**src/rtl/slip_buf_pkg.sv**
```systemverilog
package slip_buf_pkg;
    typedef enum logic [1:0] {
        ST_TRACK  = 2'd0,
        ST_REPEAT = 2'd1,
        ST_SKIP   = 2'd2
    } slip_state_e;
endpackage

```
**src/rtl/slip_ptr.sv**
```systemverilog
module slip_ptr #(
    parameter int AW      = 6,
    parameter int RST_VAL = 0
) (
    input  logic          clk,
    input  logic          rst_n,
    input  logic          step,
    input  logic          flip,
    output logic [AW-1:0] ptr
);
    localparam logic [AW-1:0] HALF_MASK = AW'(1) << (AW - 1);

    logic [AW-1:0] ptr_n;

    always_comb begin
        ptr_n = (flip ? (ptr ^ HALF_MASK) : ptr) + AW'(step);
    end

    always_ff @(posedge clk or negedge rst_n) begin
        if (!rst_n) ptr <= AW'(RST_VAL);
        else        ptr <= ptr_n;
    end

    // an idle side never moves its counter
    p_ptr_hold_r8: assert property (@(posedge clk) disable iff (!rst_n)
        (!step && !flip) |=> $stable(ptr));
endmodule

```
**src/rtl/slip_mem.sv**
```systemverilog
module slip_mem #(
    parameter int DW = 8,
    parameter int AW = 6
) (
    input  logic          clk,
    input  logic          rst_n,
    input  logic          we,
    input  logic [AW-1:0] waddr,
    input  logic [DW-1:0] wdata,
    input  logic          re,
    input  logic [AW-1:0] raddr,
    output logic [DW-1:0] rdata,
    output logic          rvld
);
    localparam int DEPTH = 1 << AW;

    logic [DW-1:0] store [DEPTH];

    always_ff @(posedge clk or negedge rst_n) begin
        if (!rst_n) begin
            for (int i = 0; i < DEPTH; i++) store[i] <= '0;
        end else if (we) begin
            store[waddr] <= wdata;
        end
    end

    always_ff @(posedge clk or negedge rst_n) begin
        if (!rst_n) begin
            rdata <= '0;
            rvld  <= 1'b0;
        end else begin
            rvld <= re;
            if (re) rdata <= store[raddr];
        end
    end
endmodule

```
**src/rtl/slip_ctrl.sv**
```systemverilog
module slip_ctrl
    import slip_buf_pkg::*;
#(
    parameter int AW = 6
) (
    input  logic          clk,
    input  logic          rst_n,
    input  logic          wr_en,
    input  logic          rd_en,
    input  logic [AW-1:0] wptr,
    input  logic [AW-1:0] rptr,
    output logic          rep_req,
    output logic          skip_req,
    output logic          slip_rep,
    output logic          slip_skip
);
    slip_state_e state, state_n;

    always_comb begin
        rep_req  = rd_en && (wptr == rptr);
        skip_req = wr_en && !rd_en && (AW'(wptr + AW'(1)) == rptr);
    end

    always_comb begin
        if (rep_req)       state_n = ST_REPEAT;
        else if (skip_req) state_n = ST_SKIP;
        else               state_n = ST_TRACK;
    end

    always_ff @(posedge clk or negedge rst_n) begin
        if (!rst_n) state <= ST_TRACK;
        else        state <= state_n;
    end

    always_comb begin
        slip_rep  = 1'b0;
        slip_skip = 1'b0;
        unique case (state)
            ST_TRACK:  ;
            ST_REPEAT: slip_rep  = 1'b1;
            ST_SKIP:   slip_skip = 1'b1;
            default:   ;
        endcase
    end

    // the two slip kinds are exclusive
    p_slip_excl_r7: assert property (@(posedge clk) disable iff (!rst_n)
        !(slip_rep && slip_skip));
    // a read into the slot being written yields a repeat pulse
    p_rep_due_r5: assert property (@(posedge clk) disable iff (!rst_n)
        (rd_en && wptr == rptr) |=> slip_rep);
    // a lone write catching the reader yields a skip pulse
    p_skip_due_r6: assert property (@(posedge clk) disable iff (!rst_n)
        (wr_en && !rd_en && AW'(wptr + AW'(1)) == rptr) |=> slip_skip);
endmodule

```
**src/rtl/frame_slip_buffer.sv**
```systemverilog
module frame_slip_buffer #(
    parameter int SLOT_BITS   = 8,
    parameter int FRAME_SLOTS = 32
) (
    input  logic                              clk,
    input  logic                              rst_n,
    input  logic                              wr_en,
    input  logic [SLOT_BITS-1:0]              wr_data,
    input  logic                              rd_en,
    output logic [SLOT_BITS-1:0]              rd_data,
    output logic                              rd_vld,
    output logic                              frm_evt,
    output logic                              slip_rep,
    output logic                              slip_skip,
    output logic [$clog2(FRAME_SLOTS)+2:0]    status
);
    localparam int HAW = $clog2(FRAME_SLOTS);
    localparam int AW  = HAW + 1;
    localparam logic [AW-1:0] HALF_MASK = AW'(1) << HAW;

    logic [AW-1:0] wptr, rptr, rd_addr, delay_q;
    logic          rep_req, skip_req, frame_start;

    slip_ptr #(.AW(AW), .RST_VAL(0)) u_wptr (
        .clk(clk), .rst_n(rst_n), .step(wr_en), .flip(1'b0), .ptr(wptr)
    );

    slip_ptr #(.AW(AW), .RST_VAL(FRAME_SLOTS)) u_rptr (
        .clk(clk), .rst_n(rst_n), .step(rd_en),
        .flip(rep_req | skip_req), .ptr(rptr)
    );

    slip_ctrl #(.AW(AW)) u_ctrl (
        .clk(clk), .rst_n(rst_n), .wr_en(wr_en), .rd_en(rd_en),
        .wptr(wptr), .rptr(rptr), .rep_req(rep_req), .skip_req(skip_req),
        .slip_rep(slip_rep), .slip_skip(slip_skip)
    );

    always_comb begin
        rd_addr     = rep_req ? (rptr ^ HALF_MASK) : rptr;
        frame_start = rd_en && (rd_addr[HAW-1:0] == '0);
    end

    slip_mem #(.DW(SLOT_BITS), .AW(AW)) u_mem (
        .clk(clk), .rst_n(rst_n), .we(wr_en), .waddr(wptr), .wdata(wr_data),
        .re(rd_en), .raddr(rd_addr), .rdata(rd_data), .rvld(rd_vld)
    );

    always_ff @(posedge clk or negedge rst_n) begin
        if (!rst_n) begin
            delay_q <= AW'(FRAME_SLOTS);
            frm_evt <= 1'b0;
        end else begin
            frm_evt <= frame_start;
            if (frame_start) delay_q <= wptr - rd_addr;
        end
    end

    assign status = {delay_q, wptr[AW-1], rptr[AW-1]};

    // every read strobe is answered in the next cycle
    p_vld_next_r2: assert property (@(posedge clk) disable iff (!rst_n)
        rd_en |=> rd_vld);
    // frame event pulse follows a frame-start read
    p_frm_pulse_r4: assert property (@(posedge clk) disable iff (!rst_n)
        frame_start |=> frm_evt);
    // delay code holds between frame events
    p_delay_hold_r4: assert property (@(posedge clk) disable iff (!rst_n)
        !frame_start |=> $stable(status[AW+1:2]));
endmodule

```
**config.mk**
```make
export PLATFORM = sky130hd
export DESIGN_NAME = frame_slip_buffer
export DESIGN_NICKNAME = d
export VERILOG_FILES = /design/src/rtl/slip_buf_pkg.sv /design/src/rtl/slip_ptr.sv /design/src/rtl/slip_mem.sv /design/src/rtl/slip_ctrl.sv /design/src/rtl/frame_slip_buffer.sv
export SDC_FILE = /design/constraint.sdc
export NUM_CORES = 1
export LEC_CHECK = 0
export BUFFER_PORTS_ARGS = -buffer_cell sky130_fd_sc_hd__buf_2
export CAP_MARGIN = 40
export CORE_MARGIN = 3
export CORE_UTILIZATION = 30
export CTS_CLUSTER_DIAMETER = 120
export CTS_CLUSTER_SIZE = 25
export DETAILED_ROUTE_END_ITERATION = 8
export PLACE_DENSITY_LB_ADDON = 0.05
export SYNTH_ARGS = -nofsm -noshare
export SYNTH_HDL_FRONTEND = slang
export SYNTH_SLANG_ARGS = --single-unit
export TNS_END_PERCENT = 5
```
**constraint.sdc**
```tcl
create_clock -name clk -period 2.6 [get_ports clk]
set_input_delay 0.26 -clock clk [delete_from_list [all_inputs] [get_ports clk]]
set_output_delay 0.26 -clock clk [all_outputs]
set_load 0.02 [all_outputs]
```
==> key figures, run 1 <==
Timing
  – Clock skew: 0.02104 ns
  – RSZ-0062 raised after global routing: yes
  – Final Setup Violations: 0
  – Final period utilization: 98.82%
  – Final Hold Vio Count: 0
  – Max Slew Vio Count: 0
  – Fmax: 0.3892 GHz
  – Max_slew headroom: 40.55%
  – Final min period: 2.569 ns
  – WHS: 0.06540 ns
  – Slew at the pin closest to its max-slew limit: 0.8918 ns

Route
  – Drt initial violations: 777
  – DRT Pass-1 Iters: 5
  – WL final: 76.07 mm
  – DRC: 0
  – Antenna-violating nets left: 0
  – Vias per cell: 5.088
  – Via count: 14820
  – WL/cell: 26.12 um

Run
  – Max-cap violations: 0

Placement
  – Dpl hpwl: 52.13 mm
  – PortBufs: 31
  – Dpl cell area: 0.02758 mm^2
  – Placer's final routability congestion estimate: 0.7598

Pwr
  – Overall power: 30.14 mW
  – Leakage: 13.14 nW
  – PwrDens: 1060 mW/mm^2
  – VDD IR max: 0.0004941 V

Synthesis
  – Most frequent cell after synthesis: dfrtp_1
  – Share of the synthesized area in the top cell type: 54.35%
  – Yosys top cell by area: dfrtp_1
  – Syn Nets: 1732
  – Synth cell types: 51
  – Avg Cell Area, Syn: 14.55 um^2
  – Post-synth EDFFs: 0
  – Synth top cells by count: dfrtp_1, mux2_2, mux4_2
  – FFs w/ async S/R, synth: 100.0%
  – Sequential fraction of the synthesis area: 54.56%
  – Ys Warns: 0
  – Mapped Area: 0.02487 mm^2
  – Main synth FF type: dfrtp_1
  – Area contributors post-synth: dfrtp_1, mux2_2, mux4_2
  – Seq cells post-synth: 542
  – Cell count after synthesis: 1709

Global routing
  – Grt ovf: 0
  – Number of global-route vias before repair: 15800
  – Initial antenna violation count: 1
  – Global-route wire length before repair: 114.3 mm
  – GRT Overall Usage: 17.77%
  – Largest net degree at the start of global routing: 65

CTS
  – Total CTS buffers: 26
  – CTS Sinks: 542
  – CTS tree: built
  – Clock Latency Late Sink: 0.61 ns
  – Clock Tree Root: clkbuf_16
  – Clock-pin slew on the worst setup and hold paths: 0.11 ns
  – CTS Buffer Depth: 3
  – H-Tree Depth: 1

Final layout
  – Final #Nets: 1859
  – Share of cells above drive strength 1: 47.84%
  – Area growth, synth to finish: 14.41%
  – Fillers: 7839
  – Finished layout cell area: 0.02845 mm^2
  – Reg area: 0.01357 mm^2
  – Area occupied by multi-input gates: 0.01075 mm^2
  – Util after Layout: 34.98%

Die
  – Io pins: 32
  – Die area: 0.08637 mm^2
  – Horiz. Die Dim: 293.9 um
  – Die height: 293.9 um
  – Standard-cell row count: 104
  – Initial Util: 30.57%
  – CORE AREA: 0.08133 mm^2

Min path
  – HP Class: in -> reg

Worst setup path
  – Nature of the critical path endpoint: flop
  – CP startpoint kind: flop
  – R2R setup slack: 0.03 ns
  – CP arrival: 3.06 ns
  – Worst EP required: 3.09 ns
  – Crit Path Max Fanout: 16
  – Critical path class: reg -> reg

Outcome
  – Status: finished, final reports clean
[area by class of cell]
class | count | area share (%)
multi-input combinational | 1030 | 37.79
timing repair buffer | 223 | 6.985
sequential | 542 | 47.71
clock buffer | 37 | 2.507
antenna | 5 | 0.04398
clock inverter | 3 | 0.1276
tap | 1060 | 4.662
inverter | 13 | 0.1715
[state kept, by name, summed over array words and instances (netlist names)]
name	count
u_mem.store	512
u_mem.rdata	8
delay_q	6
u_rptr.ptr	6
u_wptr.ptr	6
u_ctrl.state	2
frm_evt	1
u_mem.rvld	1
[logic make-up after synthesis]
| family | Yosys count | synth area share (%) |
|---|---|---|
| buffers and inverters | 137 | 2.410 |
| adders and majority gates | 11 | 0.5837 |
| DFF | 542 | 54.56 |
| xor gates and xnor gates | 18 | 0.6340 |
| AOI/OAI and AO/OA | 116 | 3.110 |
| and+or+nand+nor | 196 | 3.512 |
| muxes | 689 | 35.19 |
[path summary, 6_finish.rpt]
| check | startpoint | to | cells after the start |
|---|---|---|---|
| worst max register to register | u_rptr.ptr[0] | u_mem.rdata[4] | 6 |
| max in group asynchronous | rst_n | u_mem.store[34] | 4 |
| min in group asynchronous | rst_n | u_mem.store[410] | 2 |
| worst min-delay path | wr_en | u_wptr.ptr[0] | 2 |
| worst min register to register | delay_q[4] | delay_q[4] | 2 |
| worst max-delay path | u_rptr.ptr[0] | u_mem.rdata[4] | 6 |
[stage by stage]
step           setup WS [ns]  setup TNS (ns)  cells
5_1_grt             -0.07311        -0.07311   2908
4_1_cts              0.02611               0   2908
3_3_place_gp         -0.2893         -0.4286   2860
6_report             0.03074               0   2913
3_5_place_dp         -0.3240         -0.5499   2861
2_1_floorplan        0.07774               0   1709
[placed cells by master, fill, tap and decap left out, types with 8 or more instances in the layout]
| cell | n |
|---|---|
| nand2_1 | 68 |
| a32oi_1 | 8 |
| buf_12 | 30 |
| clkbuf_1 | 10 |
| buf_2 | 30 |
| mux2_2 | 512 |
| dfrtp_1 | 538 |
| nand3_1 | 23 |
| mux2i_1 | 79 |
| ha_1 | 10 |
| mux4_2 | 97 |
| o21ai_0 | 32 |
| inv_1 | 11 |
| o221ai_1 | 23 |
| clkbuf_16 | 27 |
| xnor2_1 | 12 |
| a21oi_1 | 24 |
| nor2_1 | 64 |
| buf_4 | 160 |
[worst max-delay path, stage by stage, from the launching register on]
cell       delay (ns)
dfrtp_4          0.65
buf_12           0.24
mux4_2           0.55
a2111oi_2        0.52
buf_4            0.19
o32ai_1          0.07
a31o_2           0.22
[report_power, final]
group	internal [mW]	total (mW)	switching (mW)
sequential	11.1	12.7	1.60
clock	1.95	4.85	2.90
combinational	6.26	12.6	6.33
total	19.3	30.1	10.8
[layer usage]
layer  GRT usage [%]  share of wire, %  vias to the layer above
met5               0                 0                        -
met4           3.444               1.7                        0
met3           1.562               2.7                       52
met2           27.34                44                      181
met1           27.41                51                     8057
li1                -                 -                     6530
[repair_timing]
action | in CTS | in global routing
hold buffers | 2 | 0
hold endpoints to repair | 48 | 0
resized for setup | 4 | 9
setup endpoints to repair | 7 | 8
setup buffers | 5 | 0
No activity file was read; power rests on OpenSTA's default activity.
==> run 2, diff against run 1 <==
--- a/config.mk
+++ b/config.mk
@@ -12,6 +12,7 @@
 export CTS_CLUSTER_DIAMETER = 120
 export CTS_CLUSTER_SIZE = 25
 export DETAILED_ROUTE_END_ITERATION = 8
+export GPL_TIMING_DRIVEN = 0
 export PLACE_DENSITY_LB_ADDON = 0.05
 export SYNTH_ARGS = -nofsm -noshare
 export SYNTH_HDL_FRONTEND = slang
==> run 2 against run 1 <==
  * The run now ends with negative setup slack left
  * Count of clock-buffer cells in the layout shrank 2
  * Power grew 5.3%
  * First-iteration DRC count grew 14%
  * Register-to-register slack lost 0.16 ns
  * Critical path depth is the same
  * Die area is the same
  * Maximum frequency shrank 6.0%
  * Final cell count grew 0.55%
  * Largest cell class unchanged
  * Largest power group is now combinational cells
==> key figures, run 2 (synthesis gave the netlist of run 1 again) <==
Outcome
  – Status: finished, violations left
  – Failing checks: negative setup slack

Route
  – Antenna-violating nets left: 0 (unchanged)
  – Via count: 15180 (+2.4%)
  – WL/cell: 30.11 um (+15%)
  – DRT Pass-1 Iters: 5 (unchanged)
  – Drt initial violations: 882 (+14%)
  – WL final: 88.20 mm (+16%)
  – DRC: 0 (unchanged)
  – Vias per cell: 5.184 (+1.9%)

CTS
  – Total CTS buffers: 27 (+3.8%)
  – CTS tree: built
  – CTS Buffer Depth: 3 (unchanged)
  – Clock-pin slew on the worst setup and hold paths: 0.11 ns (about the same)
  – H-Tree Depth: 1 (unchanged)
  – Clock Tree Root: clkbuf_16
  – CTS Sinks: 542 (unchanged)
  – Clock Latency Late Sink: 0.62 ns (about the same)

Final layout
  – Biggest register: u_mem.store
  – Final #Nets: 1872 (+0.70%)
  – Share of cells above drive strength 1: 46.27% (-1.6 points)
  – Fillers: 7864 (+0.32%)
  – Most frequent cells in the layout: dfrtp_1, mux2_2, mux4_2, clkbuf_1, mux2i_1
  – Commonest non-fill, non-tap cell in the layout: dfrtp_1
  – Max reg flops: 512 (unchanged)
  – Area growth, synth to finish: 15.68%
  – Largest registers: u_mem.store: 512 flops, u_mem.rdata: 8 flops
  – Post-Layout Cell Count: 2929 (+0.55%)

Worst setup path
  – CP arrival: 3.24 ns (+0.18 ns)
  – Critical path class: reg -> reg
  – Crit Path Max Fanout: 9 (-7)
  – CP Launch Point: u_wptr.ptr[1]
  – Worst EP required: 3.10 ns (about the same)
  – Nature of the critical path endpoint: flop
  – Reg2reg start: u_wptr.ptr[1]
  – CP startpoint kind: flop

Die
  – CORE AREA: 0.08133 mm^2 (unchanged)
  – Io pins: 32 (unchanged)
  – Horiz. Die Dim: 293.9 um (unchanged)
  – Initial Util: 30.57% (unchanged)
  – Die height: 293.9 um (unchanged)
  – Standard-cell row count: 104 (unchanged)
  – Die area: 0.08637 mm^2 (unchanged)

Timing
  – Max_slew headroom: 41.29% (+0.74 points)
  – Final period utilization: 105.1% (+6.3 points)
  – RSZ-0062 raised after global routing: yes
  – Fmax: 0.3658 GHz (-6.0%)
  – Final min period: 2.733 ns (+0.1642 ns)
  – Clock skew: 0.02154 ns (+0.0005054 ns)
  – Final Hold Vio Count: 0 (unchanged)
  – Slew at the pin closest to its max-slew limit: 0.8806 ns (-0.01115 ns)
  – Final Setup Violations: 67 (+67)
  – Min setup slack post-route: -0.1334 ns (-0.1642 ns)
  – Max Slew Vio Count: 0 (unchanged)
  – Setup TNS: -3.444 ns (-3.444 ns)

Pwr
  – P_int: 19.70 mW (+2.0%)
  – Clock power frac: 16.9% (+0.8 points)
  – Sw Share: 37.93% (+2.0 points)
  – Sequential power share: 39.6% (-2.6 points)
  – Leakage: 13.00 nW (-1.0%)
  – PwrDens: 1104 mW/mm^2 (+4.2%)
  – NetSw: 12.04 mW (+11%)
  – Comb pwr share: 43.5% (+1.8 points)
  – VDD IR max: 0.0006253 V (+27%)

Global routing
  – Grt ovf: 0 (unchanged)
  – Number of global-route vias before repair: 16270 (+3.0%)
  – Initial antenna violation count: 3 (+2)
  – GRT Overall Usage: 20.52% (+2.8 points)
  – Largest net degree at the start of global routing: 115 (+77%)
  – Global-route wire length before repair: 126.6 mm (+11%)

Placement
  – Dpl cells: 2861 (unchanged)
  – Dpl hpwl: 64.69 mm (+24%)
  – PortBufs: 23 (-26%)
  – Placer's final routability congestion estimate: 0.8665 (+14%)

Run
  – Max-cap violations: 0 (unchanged)

Min path
  – Beginning of the worst hold path: wr_data[6]
  – HP Class: in -> reg
## run 2: cell count changes in the layout (fill, tap and decap cells not counted), moves of 15 or more
cell,change
nor2_1,-23
buf_12,-19
buf_6,+25
clkbuf_1,+70
buf_4,-111
buf_8,+15
## run 2: timing repair
item | in CTS | in global routing
buffers inserted | 16 | 0
endpoints found under the setup margin | 264 | 364
pin swaps | 6 | 1
hold buffers | 3 | 0
resized for setup | 134 | 26
endpoints found under the hold margin | 58 | 0
## run 2: through the flow
step                      utilization (%)  hold WS [ns]  power (mW)  area [um^2]  setup WS, ns
final                               35.37        0.1040       31.75        28770       -0.1334
after CTS                           35.25       0.06649       32.05        28670       -0.1800
after floorplan                         -      -0.03559       20.13        24870       0.07774
after global routing                35.36       0.07764       33.40        28760       -0.1975
after global placement              32.35        0.4337       24.92        26310        -10.57
after detailed placement            33.32        0.2218       25.42        27100        -1.565
## run 2: area by class of cell
type	count	area (um^2)	area share, %
antenna	4	10.01	0.03480
buffer	124	825.8	2.871
clock buffer	35	725.7	2.523
clock inverter	10	152.6	0.5307
inverter	13	70.07	0.2436
multi-input combinational	1030	11010	38.27
sequential	542	13570	47.17
tap	1060	1326	4.611
timing repair buffer	111	1077	3.745
## run 2: path summary, 6_finish.rpt
path / slack [ns] / end / depth (start not counted)
worst max-delay path: -0.13 / u_mem.store[241] / 6
worst max register to register: -0.13 / u_mem.store[241] / 6
worst min-delay path: 0.10 / u_mem.store[14] / 3
worst min register to register: 0.49 / delay_q[5] / 2
min in group asynchronous: 0.11 / u_mem.store[344] / 2
max in group asynchronous: 0.27 / u_mem.store[88] / 6
## run 2: per-layer routing
metal	wire (um)	up-vias	track usage (%)
met5	27	-	0
met4	2094	4	4.296
met3	2706	79	2.475
met2	42370	236	34.29
met1	40990	8314	28.79
li1	-	6550	-
## run 2: worst max-delay path: stages, from the launching register on
cell and delay (ns):
dfrtp_1 0.44, clkbuf_1 0.24, inv_1 0.17, nand2_1 0.09
nor3_1 0.60, nand2_1 0.62, mux2_2 0.45
## run 2: power groups by stage
stage | clock network [mW] | logic, mW | registers [mW]
floorplan | 0 | 7.85 | 12.3
global placement | 0 | 12.3 | 12.6
detailed placement | 0 | 12.7 | 12.7
CTS | 5.61 | 13.9 | 12.6
global route | 5.87 | 14.6 | 12.9
finish | 5.36 | 13.8 | 12.6
